`src/rtl/wwdt_pkg.sv`:
```
package wwdt_pkg;
  localparam int SEL_W = 2;
  localparam int N_SEL = 1 << SEL_W;

  // Period length in ticks for a given select code.
  function automatic int span(input int base, input int sel);
    return base >> sel;
  endfunction
endpackage

```
`src/rtl/wwdt_period.sv`:
```
module wwdt_period #(
  parameter int BASE_TICKS = 80,
  parameter int LW = 7
) (
  input  logic                       clk,
  input  logic                       rst_n,
  input  logic                       reload,
  input  logic [wwdt_pkg::SEL_W-1:0] sel,
  output logic [LW-1:0]              len,
  output logic [LW-1:0]              half
);
  logic [LW-1:0] lut [wwdt_pkg::N_SEL];
  logic [wwdt_pkg::SEL_W-1:0] sel_q;

  for (genvar i = 0; i < wwdt_pkg::N_SEL; i++) begin : g_lut
    assign lut[i] = LW'(wwdt_pkg::span(BASE_TICKS, i));
  end

  always_ff @(posedge clk or negedge rst_n) begin
    if (!rst_n)      sel_q <= '0;
    else if (reload) sel_q <= sel;
  end

  assign len  = lut[sel_q];
  assign half = len >> 1;
endmodule

```
`src/rtl/wwdt_window.sv`:
```
module wwdt_window #(
  parameter int LW = 7
) (
  input  logic          clk,
  input  logic          rst_n,
  input  logic          tick,
  input  logic          en,
  input  logic          hold,
  input  logic          clr_stb,
  input  logic [LW-1:0] len,
  input  logic [LW-1:0] half,
  output logic          fault,
  output logic          reload,
  output logic [LW-1:0] cnt
);
  logic [LW-1:0] cnt_q;
  logic live, closed, last, good;

  assign live   = en && !hold;
  assign closed = cnt_q < half;
  assign last   = cnt_q == (len - LW'(1));
  assign fault  = live && ((clr_stb && closed) || (!clr_stb && tick && last));
  assign good   = live && clr_stb && !closed;
  assign reload = !live || fault || good;

  always_ff @(posedge clk or negedge rst_n) begin
    if (!rst_n)      cnt_q <= '0;
    else if (reload) cnt_q <= '0;
    else if (tick)   cnt_q <= cnt_q + LW'(1);
  end

  assign cnt = cnt_q;
endmodule

```
`src/rtl/wwdt_pulse.sv`:
```
module wwdt_pulse #(
  parameter int RST_TICKS = 4
) (
  input  logic clk,
  input  logic rst_n,
  input  logic tick,
  input  logic fault,
  input  logic flag_clr,
  output logic active,
  output logic flag
);
  localparam int PW = $clog2(RST_TICKS + 1);
  logic [PW-1:0] pcnt;

  always_ff @(posedge clk or negedge rst_n) begin
    if (!rst_n) begin
      active <= 1'b0;
      pcnt   <= '0;
    end else if (fault) begin
      active <= 1'b1;
      pcnt   <= '0;
    end else if (active && tick) begin
      if (pcnt == PW'(RST_TICKS - 1)) active <= 1'b0;
      pcnt <= pcnt + PW'(1);
    end
  end

  always_ff @(posedge clk or negedge rst_n) begin
    if (!rst_n)        flag <= 1'b0;
    else if (fault)    flag <= 1'b1;
    else if (flag_clr) flag <= 1'b0;
  end
endmodule

```
`src/rtl/wwdt_top.sv`:
```
module wwdt_top #(
  parameter int BASE_TICKS = 80,
  parameter int RST_TICKS  = 4
) (
  input  logic                       clk,
  input  logic                       rst_n,
  input  logic                       tick,
  input  logic                       en,
  input  logic [wwdt_pkg::SEL_W-1:0] per_sel,
  input  logic                       clr_stb,
  input  logic                       flag_clr,
  output logic                       rst_req,
  output logic                       wd_flag
);
  localparam int LW = $clog2(BASE_TICKS + 1);

  logic [LW-1:0] len_w, half_w, cnt_w;
  logic fault_w, reload_w, active_w;

  wwdt_period #(.BASE_TICKS(BASE_TICKS), .LW(LW)) u_period (
    .clk(clk), .rst_n(rst_n), .reload(reload_w), .sel(per_sel),
    .len(len_w), .half(half_w)
  );

  wwdt_window #(.LW(LW)) u_window (
    .clk(clk), .rst_n(rst_n), .tick(tick), .en(en), .hold(active_w),
    .clr_stb(clr_stb), .len(len_w), .half(half_w),
    .fault(fault_w), .reload(reload_w), .cnt(cnt_w)
  );

  wwdt_pulse #(.RST_TICKS(RST_TICKS)) u_pulse (
    .clk(clk), .rst_n(rst_n), .tick(tick), .fault(fault_w),
    .flag_clr(flag_clr), .active(active_w), .flag(wd_flag)
  );

  assign rst_req = active_w;
endmodule

```
`config.mk`:
```
export PLATFORM = sky130hd
export DESIGN_NAME = wwdt_top
export DESIGN_NICKNAME = d
export VERILOG_FILES = /design/src/rtl/wwdt_pkg.sv /design/src/rtl/wwdt_period.sv /design/src/rtl/wwdt_window.sv /design/src/rtl/wwdt_pulse.sv /design/src/rtl/wwdt_top.sv
export SDC_FILE = /design/constraint.sdc
export NUM_CORES = 1
export LEC_CHECK = 0
export BUFFER_PORTS_ARGS = -buffer_cell sky130_fd_sc_hd__clkbuf_2
export CORE_MARGIN = 2
export CORE_UTILIZATION = 30
export DETAILED_ROUTE_END_ITERATION = 16
export HOLD_SLACK_MARGIN = 0.1
export PLACE_DENSITY = 0.45
export SKIP_LAST_GASP = 1
export SLEW_MARGIN = 15
export SYNTH_ARGS = -nofsm -noshare
export SYNTH_HDL_FRONTEND = slang
export SYNTH_SLANG_ARGS = --single-unit
```
`constraint.sdc`:
```
create_clock -name clk -period 1.91 [get_ports clk]
set_input_delay 0.382 -clock clk [delete_from_list [all_inputs] [get_ports clk]]
set_output_delay 0.382 -clock clk [all_outputs]
set_load 0.02 [all_outputs]
```
# Yosys cells after proc, flatten, opt, wreduce, memory -nomap -nowiden

Index checks and enable logic that the tools add are counted.

Bits in writable memories: 0
Register bits after elaboration: 14
ROM bits: 0
Output and inout bits: 2
Memories: 0
Bits in latches: 0
Input bits: 8

Add/sub/neg operators: 3
Equality and inequality tests: 2
Mux-type cells: 12
Div/mod/pow operators: 0
Reduce and logical (&&, ||, !) cells: 20
Shift-type cells: 0
Magnitude comparators: 2
Bitwise operators: 1
$mul: 0

Operator list:

| kind                                                      | number |
|---|---|
| 2-to-1 mux 7 bit                                          | 4 |
| binary-select mux 7 bit (select 2 bit)                    | 1 |
| logical AND 1 bit                                         | 8 |
| nonzero test 2 bit                                        | 4 |
| adder 7 x 1 -> 7 bit (second input constant)              | 1 |
| equality test 7 bit                                       | 1 |
| < comparator 7 x 6 -> 1 bit                               | 1 |
| subtractor 7 x 1 -> 7 bit (second input constant)         | 1 |
| 2-to-1 mux 3 bit                                          | 2 |
| 2-to-1 mux 1 bit                                          | 5 |
| logical NOT 1 bit                                         | 4 |
| adder 3 x 1 -> 3 bit (second input constant)              | 1 |
| equality test 3 x 2 -> 1 bit (second input constant)      | 1 |
| greater-or-equal comparator 3 bit (second input constant) | 1 |
| logical OR 1 bit                                          | 3 |
| inverter 2 -> 3 bit                                       | 1 |
| AND reduction 2 bit                                       | 1 |

# Logic depth before layout (Yosys ltp)

Gate-level depths: netlist (run 1).

Word-level depth: 12
Gate-level depth with buffers: 8
Depth with buffers taken out: 8

# Modules after synthesis

Synthesis (run 1) repeated with hierarchy kept, for this count alone.

Cells, all modules: 130
Area total of the unflattened synthesis: 1173.6 µm²

By module, submodules not included:

| module      | sequential area each (µm²) | area an instance (µm²) | times used | cells an instance |
|---|---|---|---|---|
| wwdt_window | 175.2                      | 752.0                  | 1          | 90 |
| wwdt_pulse  | 125.1                      | 244.0                  | 1          | 21 |
| wwdt_period | 50.0                       | 177.7                  | 1          | 19 |

# Worst setup path before layout (run 1)

Ideal clock, no wire load.

Path type: register to register
Start: reg u_period.sel_q[0] in the netlist's numbering
End: reg u_period.sel_q[0] in the netlist's numbering
Path slack: -0.082 ns
Period minus slack after synthesis: 1.992 ns
Required time: 1.785 ns
Cell stages (with the launch flop): 7
Arrival: 1.867 ns
Setup time: 0.125 ns
Path through: dfrtp_1 -> inv_1 -> ha_1 -> xor2_1 -> nand3_1 -> o31ai_4 -> mux2_2

Cells in the longest elaborated chain, start to end: 11

RTL lines:

| item                                                  | RTL line          | text |
|---|---|---|
| start: declaration                                    | wwdt_period.sv:13 | `logic [wwdt_pkg::SEL_W-1:0] sel_q;` |
| start signal: assignment                              | wwdt_period.sv:21 | `else if (reload) sel_q <= sel;` |
| inverter 2 -> 3 bit (not written as such) *           | wwdt_period.sv:24 | `assign len = lut[sel_q];` |
| binary-select mux 7 bit (select 2 bit) *              | wwdt_period.sv:24 |  |
| 2-to-1 mux 7 bit (not written as such) * (2 in a row) | wwdt_period.sv:24 |  |
| subtractor 7 x 1 -> 7 bit                             | wwdt_window.sv:21 | `assign last = cnt_q == (len - LW'(1));` |
| equality test 7 bit                                   | wwdt_window.sv:21 |  |
| logical AND 1 bit                                     | wwdt_window.sv:22 | `assign fault = live && ((clr_stb && closed) \|\| (!clr_stb && tick && last));` |
| logical OR 1 bit                                      | wwdt_window.sv:22 |  |
| logical AND 1 bit                                     | wwdt_window.sv:22 |  |
| logical OR 1 bit                                      | wwdt_window.sv:24 | `assign reload = !live \|\| fault \|\| good;` |
| logical OR 1 bit *                                    | wwdt_window.sv:24 |  |

Mark *: on every way between the ends. The rest lies on a longest branch, timed or not. The select of a mux whose other input is x is not followed.
A chain may end at the register's enable or synchronous reset.

# Worst setup path in the final report (run 1)

Start: reg u_period.sel_q[1] in the netlist's numbering
End: reg u_period.sel_q[0] in the netlist's numbering

The elaborated chain is that of the path after synthesis.

==> results of run 1 <==
## worst max-delay path: cells and delay by family (launching register included)
kind	cells	cell delay, ns
AO/OA/AOI/OAI	1	0.40
AND/OR/NAND/NOR	1	0.14
XOR/XNOR	1	0.15
multiplexers	1	0.33
flip-flops	1	0.40
adder cells (fa/ha/maj)	1	0.28
buffers and inverters	1	0.08
## cell usage in the layout (no fill, tap or decap), types with 2 or more instances in the layout
cell	synthesis	final
sky130_fd_sc_hd__xor2_1	6	4
sky130_fd_sc_hd__nor2_1	11	11
sky130_fd_sc_hd__clkbuf_2	0	9
sky130_fd_sc_hd__nor2b_2	0	2
sky130_fd_sc_hd__a211o_1	2	2
sky130_fd_sc_hd__ha_4	0	3
sky130_fd_sc_hd__nor3_1	3	2
sky130_fd_sc_hd__clkbuf_4	0	3
sky130_fd_sc_hd__inv_2	0	2
sky130_fd_sc_hd__xor2_2	0	2
sky130_fd_sc_hd__mux2_4	0	2
sky130_fd_sc_hd__ha_2	0	3
sky130_fd_sc_hd__mux2i_1	3	2
sky130_fd_sc_hd__nand2b_1	2	2
sky130_fd_sc_hd__inv_1	7	5
sky130_fd_sc_hd__buf_4	0	12
sky130_fd_sc_hd__dfrtp_1	14	14
sky130_fd_sc_hd__nand4_1	2	2
sky130_fd_sc_hd__ha_1	15	9
sky130_fd_sc_hd__xnor2_2	0	2
sky130_fd_sc_hd__xnor2_1	6	4
sky130_fd_sc_hd__nand2_1	6	6
sky130_fd_sc_hd__buf_6	0	2
## sequential cells by signal, indices dropped and copies added, names as in the netlist
| signal | flops |
|---|---|
| u_pulse.pcnt | 3 |
| u_window.cnt | 7 |
| u_pulse.flag | 1 |
| u_period.sel_q | 2 |
| u_pulse.active | 1 |
## cell usage after synthesis
cell type,number
sky130_fd_sc_hd__a211o_1,2
sky130_fd_sc_hd__a211oi_1,1
sky130_fd_sc_hd__a21o_1,1
sky130_fd_sc_hd__a21oi_1,1
sky130_fd_sc_hd__clkbuf_1,1
sky130_fd_sc_hd__dfrtp_1,14
sky130_fd_sc_hd__ha_1,15
sky130_fd_sc_hd__inv_1,7
sky130_fd_sc_hd__mux2_2,2
sky130_fd_sc_hd__mux2i_1,3
sky130_fd_sc_hd__nand2_1,6
sky130_fd_sc_hd__nand2b_1,2
sky130_fd_sc_hd__nand3_1,1
sky130_fd_sc_hd__nand4_1,2
sky130_fd_sc_hd__nand4b_1,1
sky130_fd_sc_hd__nor2_1,11
sky130_fd_sc_hd__nor2b_1,2
sky130_fd_sc_hd__nor3_1,3
sky130_fd_sc_hd__nor4_2,1
sky130_fd_sc_hd__nor4b_1,1
sky130_fd_sc_hd__o2111ai_1,1
sky130_fd_sc_hd__o211a_1,1
sky130_fd_sc_hd__o31ai_4,1
sky130_fd_sc_hd__xnor2_1,6
sky130_fd_sc_hd__xor2_1,6
## path summary, 6_finish.rpt
path / from / end
setup / recovery: u_period.sel_q[1]$_DFFE_PN0P_ / u_period.sel_q[0]$_DFFE_PN0P_
hold / removal: per_sel[0] / u_period.sel_q[0]$_DFFE_PN0P_
setup reg to reg: u_period.sel_q[1]$_DFFE_PN0P_ / u_period.sel_q[0]$_DFFE_PN0P_
hold reg to reg: u_pulse.flag$_DFFE_PN0P_ / u_pulse.flag$_DFFE_PN0P_
max in group asynchronous: rst_n / u_pulse.pcnt[2]$_DFFE_PN0P_
min in group asynchronous: rst_n / u_window.cnt[0]$_DFFE_PN0P_
## cells by family (layout without fill, tap and decap cells)
group / Yosys count / after routing / share of synthesized area
and+or+nand+nor: 30 / 30 / 0.1586
xor gates and xnor gates: 12 / 12 / 0.1101
DFF: 14 / 14 / 0.3670
muxes: 5 / 5 / 0.05505
adders and majority gates: 15 / 15 / 0.1966
AOI/OAI and AO/OA: 8 / 8 / 0.08126
buffers and inverters: 8 / 35 / 0.03146
## area by class of cell
type / instances / area (um2)
sequential: 14 / 350.3
timing repair buffer: 24 / 167.7
tap: 44 / 55.05
clock buffer: 4 / 36.28
fill: 289 / 1699
inverter: 7 / 26.28
multi-input combinational: 70 / 693.2
## metrics by stage
| stage | setup WS, ns | total power [mW] | area (um2) | instances |
|---|---|---|---|---|
| after floorplan | -0.01601 | 0.6051 | 954.7 | 92 |
| after global placement | -0.07510 | 0.7057 | 1126 | 154 |
| after detailed placement | -0.05890 | 0.7091 | 1126 | 154 |
| after CTS | 0.01131 | 0.9346 | 1185 | 160 |
| after global routing | -0.06283 | 1.067 | 1329 | 163 |
| final | 0.02098 | 0.9998 | 1329 | 163 |
## per-layer routing
| metal | global-route usage | share of wire | wire length [um] |
|---|---|---|---|
| met1 | 0.1726 | 0.48 | 1005 |
| met3 | 0.01279 | 0.034 | 70 |
| met2 | 0.1770 | 0.47 | 971 |
| met4 | 0.05590 | 0.013 | 26 |
| met5 | 0 | 0 | 0 |
## what timing repair did
action | 4_1_cts | 5_1_grt
resized for setup | 2 | 21
buffers inserted | 1 | 3
endpoints found under the hold margin | 14 | 0
pin swaps | 2 | 6
hold buffers | 1 | 0
endpoints found under the setup margin | 2 | 7
## power groups by stage
| stage | Sequential [mW] | Combinational [mW] | Clock [mW] |
|---|---|---|---|
| finish | 0.385 | 0.395 | 0.220 |
| global route | 0.393 | 0.440 | 0.234 |
| CTS | 0.386 | 0.326 | 0.223 |
| detailed placement | 0.391 | 0.318 | 0 |
| global placement | 0.389 | 0.317 | 0 |
| floorplan | 0.406 | 0.199 | 0 |
==> reports/results.ini, run 1 <==
[global_routing]
grt.total_usage=0.1187
global_route_wire_length_before_repair_mm=3.153
grt_max_degree=15
grt-ovfl-total=0
grt_antenna_before_repair=0
via_count_of_the_first_global_routing_pass=705

[setup_path]
cp.required_ns=2.08
criticalPathCategory=reg -> reg
reg2reg_setup_slack_ns=0.02
worstRegToRegCells=6
nature_of_the_critical_path_endpoint=flop
slowest_stage=sky130_fd_sc_hd__dfrtp_1
path_cells=inv_2, ha_4, xor2_2, nand3_2, o31ai_4, mux2_4
setup.worst_path.start_class=flop
critical_path_arrival_ns=2.06
crit_fanout=4
critical-path-max-stage-delay_ns=0.40

[detailed_routing]
dr.first_iter.drc_count=16
drtAntennaViolNets=0
detail_route.wl_per_cell_um=12.72
total_iterations_of_the_first_detailed_routing_run=4
drc_errors=0
drt-total-wl_mm=2.073
drt-vias-per-instance=4.509
route.vias.total=735

[cells_and_area]
utilization=0.4388
layout-area-overhead-vs-synth_pct=39.19
fraction_of_layout_cells_with_a_size_suffix_above_1=0.4034
antenna_cells=0
nNetsFinal=143

[place]
numPortBuffers=9
routabilityCongestion=0.7168
hpwlAfterDp_mm=1.478

[power_and_ir_drop]
power.density_nw_per_um2=752.4
sw_frac_of_total=0.3384
sequentialPowerShare=0.385
p_sw_uw=338.3
power.combinational.fraction=0.395
clockPowerShare=0.220
total_leakage_power_nw=0.6249
cell_internal_pwr_uw=661.5
vdd_ir_drop_max_v=0.0004637

[logic_synthesis]
netlist_area_um2=954.7
synth_top_cell_by_area=sky130_fd_sc_hd__dfrtp_1
synth.yosys.warnings=0
mappedNetlistNets=115
avgSynthCellArea_um2=10.38
synthesis.instances=92
proportion_of_synthesized_chip_area_in_sequential_cells=0.3670
synth_top_cell_area_share=0.3670
number_of_unique_standard_cell_types_used_by_synthesis=25
ys_top_cells_by_area=sky130_fd_sc_hd__dfrtp_1, sky130_fd_sc_hd__ha_1, sky130_fd_sc_hd__xnor2_1
synth-seq-cells=14

[hold_path]
worstHoldPathType=in -> reg
worstHoldPathCells=2

[run_status]
run_status=complete, no violations

[sta]
rsz_0062_raised_after_global_routing=true
total_setup_violations_reported_at_the_end_of_the_flow=0
hold-worst-slack_ns=0.3340
report.final.hold_viol_count=0
max_freq_mhz=529.4
final_min_period_over_clock_period=0.9890
fin_skew_ns=0.0007540
min_period_ns=1.889
worst_slew_pin_slew_ns=0.3579
report.final.slew_viol_count=0
timing.max_slew.rel_slack=0.7614
final.setup.tns_ns=0

[floorplan]
io_pins=10
chipWidth_um=60.41
start_util=0.3153
chip_height_um=60.41
placeableCoreArea_um2=3028
placement_rows=20
die_area_um2=3649

[cts]
cts_sinks=14
root_buffer=sky130_fd_sc_hd__clkbuf_4
register_clock_pin_slew_on_the_reported_worst_setup_and_hold_paths_ns=0.09
clkLatencyLatePin_ns=0.28
cts.path.max_buffers=2
htreeDepth=1
cts-buffers-inserted=3
tritoncts_clock_tree=built

[flow_run]
maxCapViolCount=0

Power figures use the tool's default switching activity.
==> inputs of run 2 (changes only) <==
Settings changed: REMOVE_ABC_BUFFERS set to 1.
==> run 2 against run 1 <==
Against the previous run:
- via count shrank 0.82%
- worst setup slack improved by 0.017 ns
- first-iteration DRC count rose by 13%
- combinational power down 5.8%
- maximum frequency grew 0.89%
==> reports/results.ini, run 2 (synthesis results as in run 1) <==
[run_status]
run_status=complete, no violations

[detailed_routing]
drt-vias-per-instance=4.614  ; +2.3%
dr.first_iter.drc_count=18  ; +2
drtAntennaViolNets=0  ; unchanged
route.vias.total=729  ; -0.82%
total_iterations_of_the_first_detailed_routing_run=4  ; unchanged
drt-total-wl_mm=2.010  ; -3.0%
drc_errors=0  ; unchanged
detail_route.wl_per_cell_um=12.72  ; about the same

[cts]
tritoncts_clock_tree=built
register_clock_pin_slew_on_the_reported_worst_setup_and_hold_paths_ns=0.08  ; about the same
htreeDepth=1  ; unchanged
clkLatencyLatePin_ns=0.27  ; about the same
cts_sinks=14  ; unchanged
cts.path.max_buffers=2  ; unchanged
root_buffer=sky130_fd_sc_hd__clkbuf_4
cts-buffers-inserted=3  ; unchanged

[place]
hpwlAfterDp_mm=1.518  ; +2.7%
routabilityCongestion=0.7720  ; +7.7%
numPortBuffers=9  ; unchanged
dp_slack_ns=-0.05725  ; +0.001647 ns

[power_and_ir_drop]
clockPowerShare=0.175  ; -0.045
total_leakage_power_nw=0.5940  ; -5.0%
p_sw_uw=319.0  ; -5.7%
cell_internal_pwr_uw=602.3  ; -8.9%
power.combinational.fraction=0.404  ; +0.009
total_power_uw=921.3  ; -7.8%
power.density_nw_per_um2=731.9  ; -2.7%
sequentialPowerShare=0.420  ; +0.035
vdd_ir_drop_max_v=0.0003706  ; -20%
sw_frac_of_total=0.3462  ; +0.007854

[setup_path]
cp.required_ns=2.07  ; about the same
path_cells=inv_4, ha_4, xor2_1, nand3_2, o31ai_4, mux2_4
critical_path_arrival_ns=2.03  ; -0.03 ns
reg2reg_setup_slack_ns=0.04  ; +0.02 ns
worst_path_dominant_cell_family=flip-flops
critical-path-max-stage-delay_ns=0.44  ; +0.04 ns
crit_fanout=4  ; unchanged
cp_num_buf_inv=1  ; unchanged
nature_of_the_critical_path_endpoint=flop
criticalPathCategory=reg -> reg
setup.worst_path.start_class=flop
slowest_stage=sky130_fd_sc_hd__dfrtp_2

[hold_path]
worstHoldPathType=in -> reg

[global_routing]
grt-ovfl-total=0  ; unchanged
grt_antenna_before_repair=0  ; unchanged
global_route_wire_length_before_repair_mm=3.374  ; +7.0%
via_count_of_the_first_global_routing_pass=736  ; +4.4%
grt.total_usage=0.1279  ; +0.009187
grt_max_degree=15  ; unchanged

[sta]
min_period_ns=1.872  ; -0.01675 ns
total_setup_violations_reported_at_the_end_of_the_flow=0  ; unchanged
setup_ws_ns=0.03773  ; +0.01675 ns
report.final.slew_viol_count=0  ; unchanged
report.final.hold_viol_count=0  ; unchanged
final_min_period_over_clock_period=0.9802  ; -0.008768
max_freq_mhz=534.1  ; +0.89%
timing.max_slew.rel_slack=0.7544  ; -0.006993
worst_slew_pin_slew_ns=0.3684  ; +0.01049 ns
fin_skew_ns=0.003371  ; +0.002617 ns
rsz_0062_raised_after_global_routing=true

[floorplan]
chip_height_um=60.41  ; unchanged
placement_rows=20  ; unchanged
chipWidth_um=60.41  ; unchanged
placeableCoreArea_um2=3028  ; unchanged
die_area_um2=3649  ; unchanged
start_util=0.3153  ; unchanged
io_pins=10  ; unchanged

[flow_run]
maxCapViolCount=0  ; unchanged

[cells_and_area]
leading_cell_type_in_the_layout_fill_and_taps_excluded=sky130_fd_sc_hd__dfrtp_1
layout-area-overhead-vs-synth_pct=31.85
antenna_cells=0  ; unchanged
nNetsFinal=139  ; -2.8%
fraction_of_layout_cells_with_a_size_suffix_above_1=0.3509  ; -0.05248
largest_register_ffs=7  ; unchanged
most-common-layout-cells=sky130_fd_sc_hd__dfrtp_1, sky130_fd_sc_hd__nor2_1, sky130_fd_sc_hd__ha_1

run 2: per-layer routing:
| metal | part of all wire | GRT usage | vias up |
|---|---|---|---|
| met5 | 0 | 0 | - |
| met4 | 0.023 | 0.06522 | 0 |
| met3 | 0.022 | 0.01279 | 4 |
| met2 | 0.43 | 0.1817 | 8 |
| met1 | 0.52 | 0.1921 | 355 |
| li1 | - | - | 362 |
run 2: final cells by class:
class	count	area [um2]
multi-input combinational	70	666.9
fill	293	1769
sequential	14	351.6
inverter	7	28.78
tap	44	55.05
timing repair buffer	20	133.9
clock buffer	3	22.52
run 2: stage by stage:
stage | instance area [um2] | hold slack, ns | setup TNS, ns | util | std cells
5_1_grt | 1259 | 0.3382 | -0.3049 | 0.4157 | 158
4_1_cts | 1176 | 0.3337 | 0 | 0.3884 | 158
6_report | 1259 | 0.3429 | 0 | 0.4157 | 158
3_3_place_gp | 1111 | 0.3101 | -0.1790 | 0.3669 | 152
2_1_floorplan | 950.9 | 0.08641 | -0.1645 | - | 91
3_5_place_dp | 1111 | 0.3122 | -0.1236 | 0.3669 | 152
run 2: final timing paths:
check                                         startpoint                             to  cells after the start
max reg2reg                u_period.sel_q[1]$_DFFE_PN0P_  u_period.sel_q[1]$_DFFE_PN0P_                      6
min                                           per_sel[1]  u_period.sel_q[1]$_DFFE_PN0P_                      2
max in group asynchronous                          rst_n  u_period.sel_q[1]$_DFFE_PN0P_                      2
min reg2reg                     u_pulse.flag$_DFFE_PN0P_       u_pulse.flag$_DFFE_PN0P_                      1
max                        u_period.sel_q[1]$_DFFE_PN0P_  u_period.sel_q[1]$_DFFE_PN0P_                      6
min in group asynchronous                          rst_n    u_window.cnt[1]$_DFFE_PN0P_                      2
run 2: power groups by stage:
| stage | Sequential (mW) | Combinational (mW) | Clock [mW] |
|---|---|---|---|
| after floorplan | 0.406 | 0.197 | 0 |
| after global placement | 0.390 | 0.320 | 0 |
| after detailed placement | 0.389 | 0.327 | 0 |
| after CTS | 0.385 | 0.344 | 0.169 |
| after global routing | 0.397 | 0.420 | 0.180 |
| final | 0.387 | 0.372 | 0.162 |
run 2: repair_timing:
item / CTS / global route
resized for setup: 6 / 15
setup buffers: 2 / 0
hold buffers: 1 / 0
endpoints found under the hold margin: 14 / 0
pin swaps: 2 / 5
endpoints found under the setup margin: 7 / 14
run 2: worst register-to-register path, cell delays in order (launching register included):
cell and delay (ns):
sky130_fd_sc_hd__dfrtp_2 0.44, sky130_fd_sc_hd__inv_4 0.07, sky130_fd_sc_hd__ha_4 0.26, sky130_fd_sc_hd__xor2_1 0.16, sky130_fd_sc_hd__nand3_2 0.15, sky130_fd_sc_hd__o31ai_4 0.35, sky130_fd_sc_hd__mux2_4 0.33
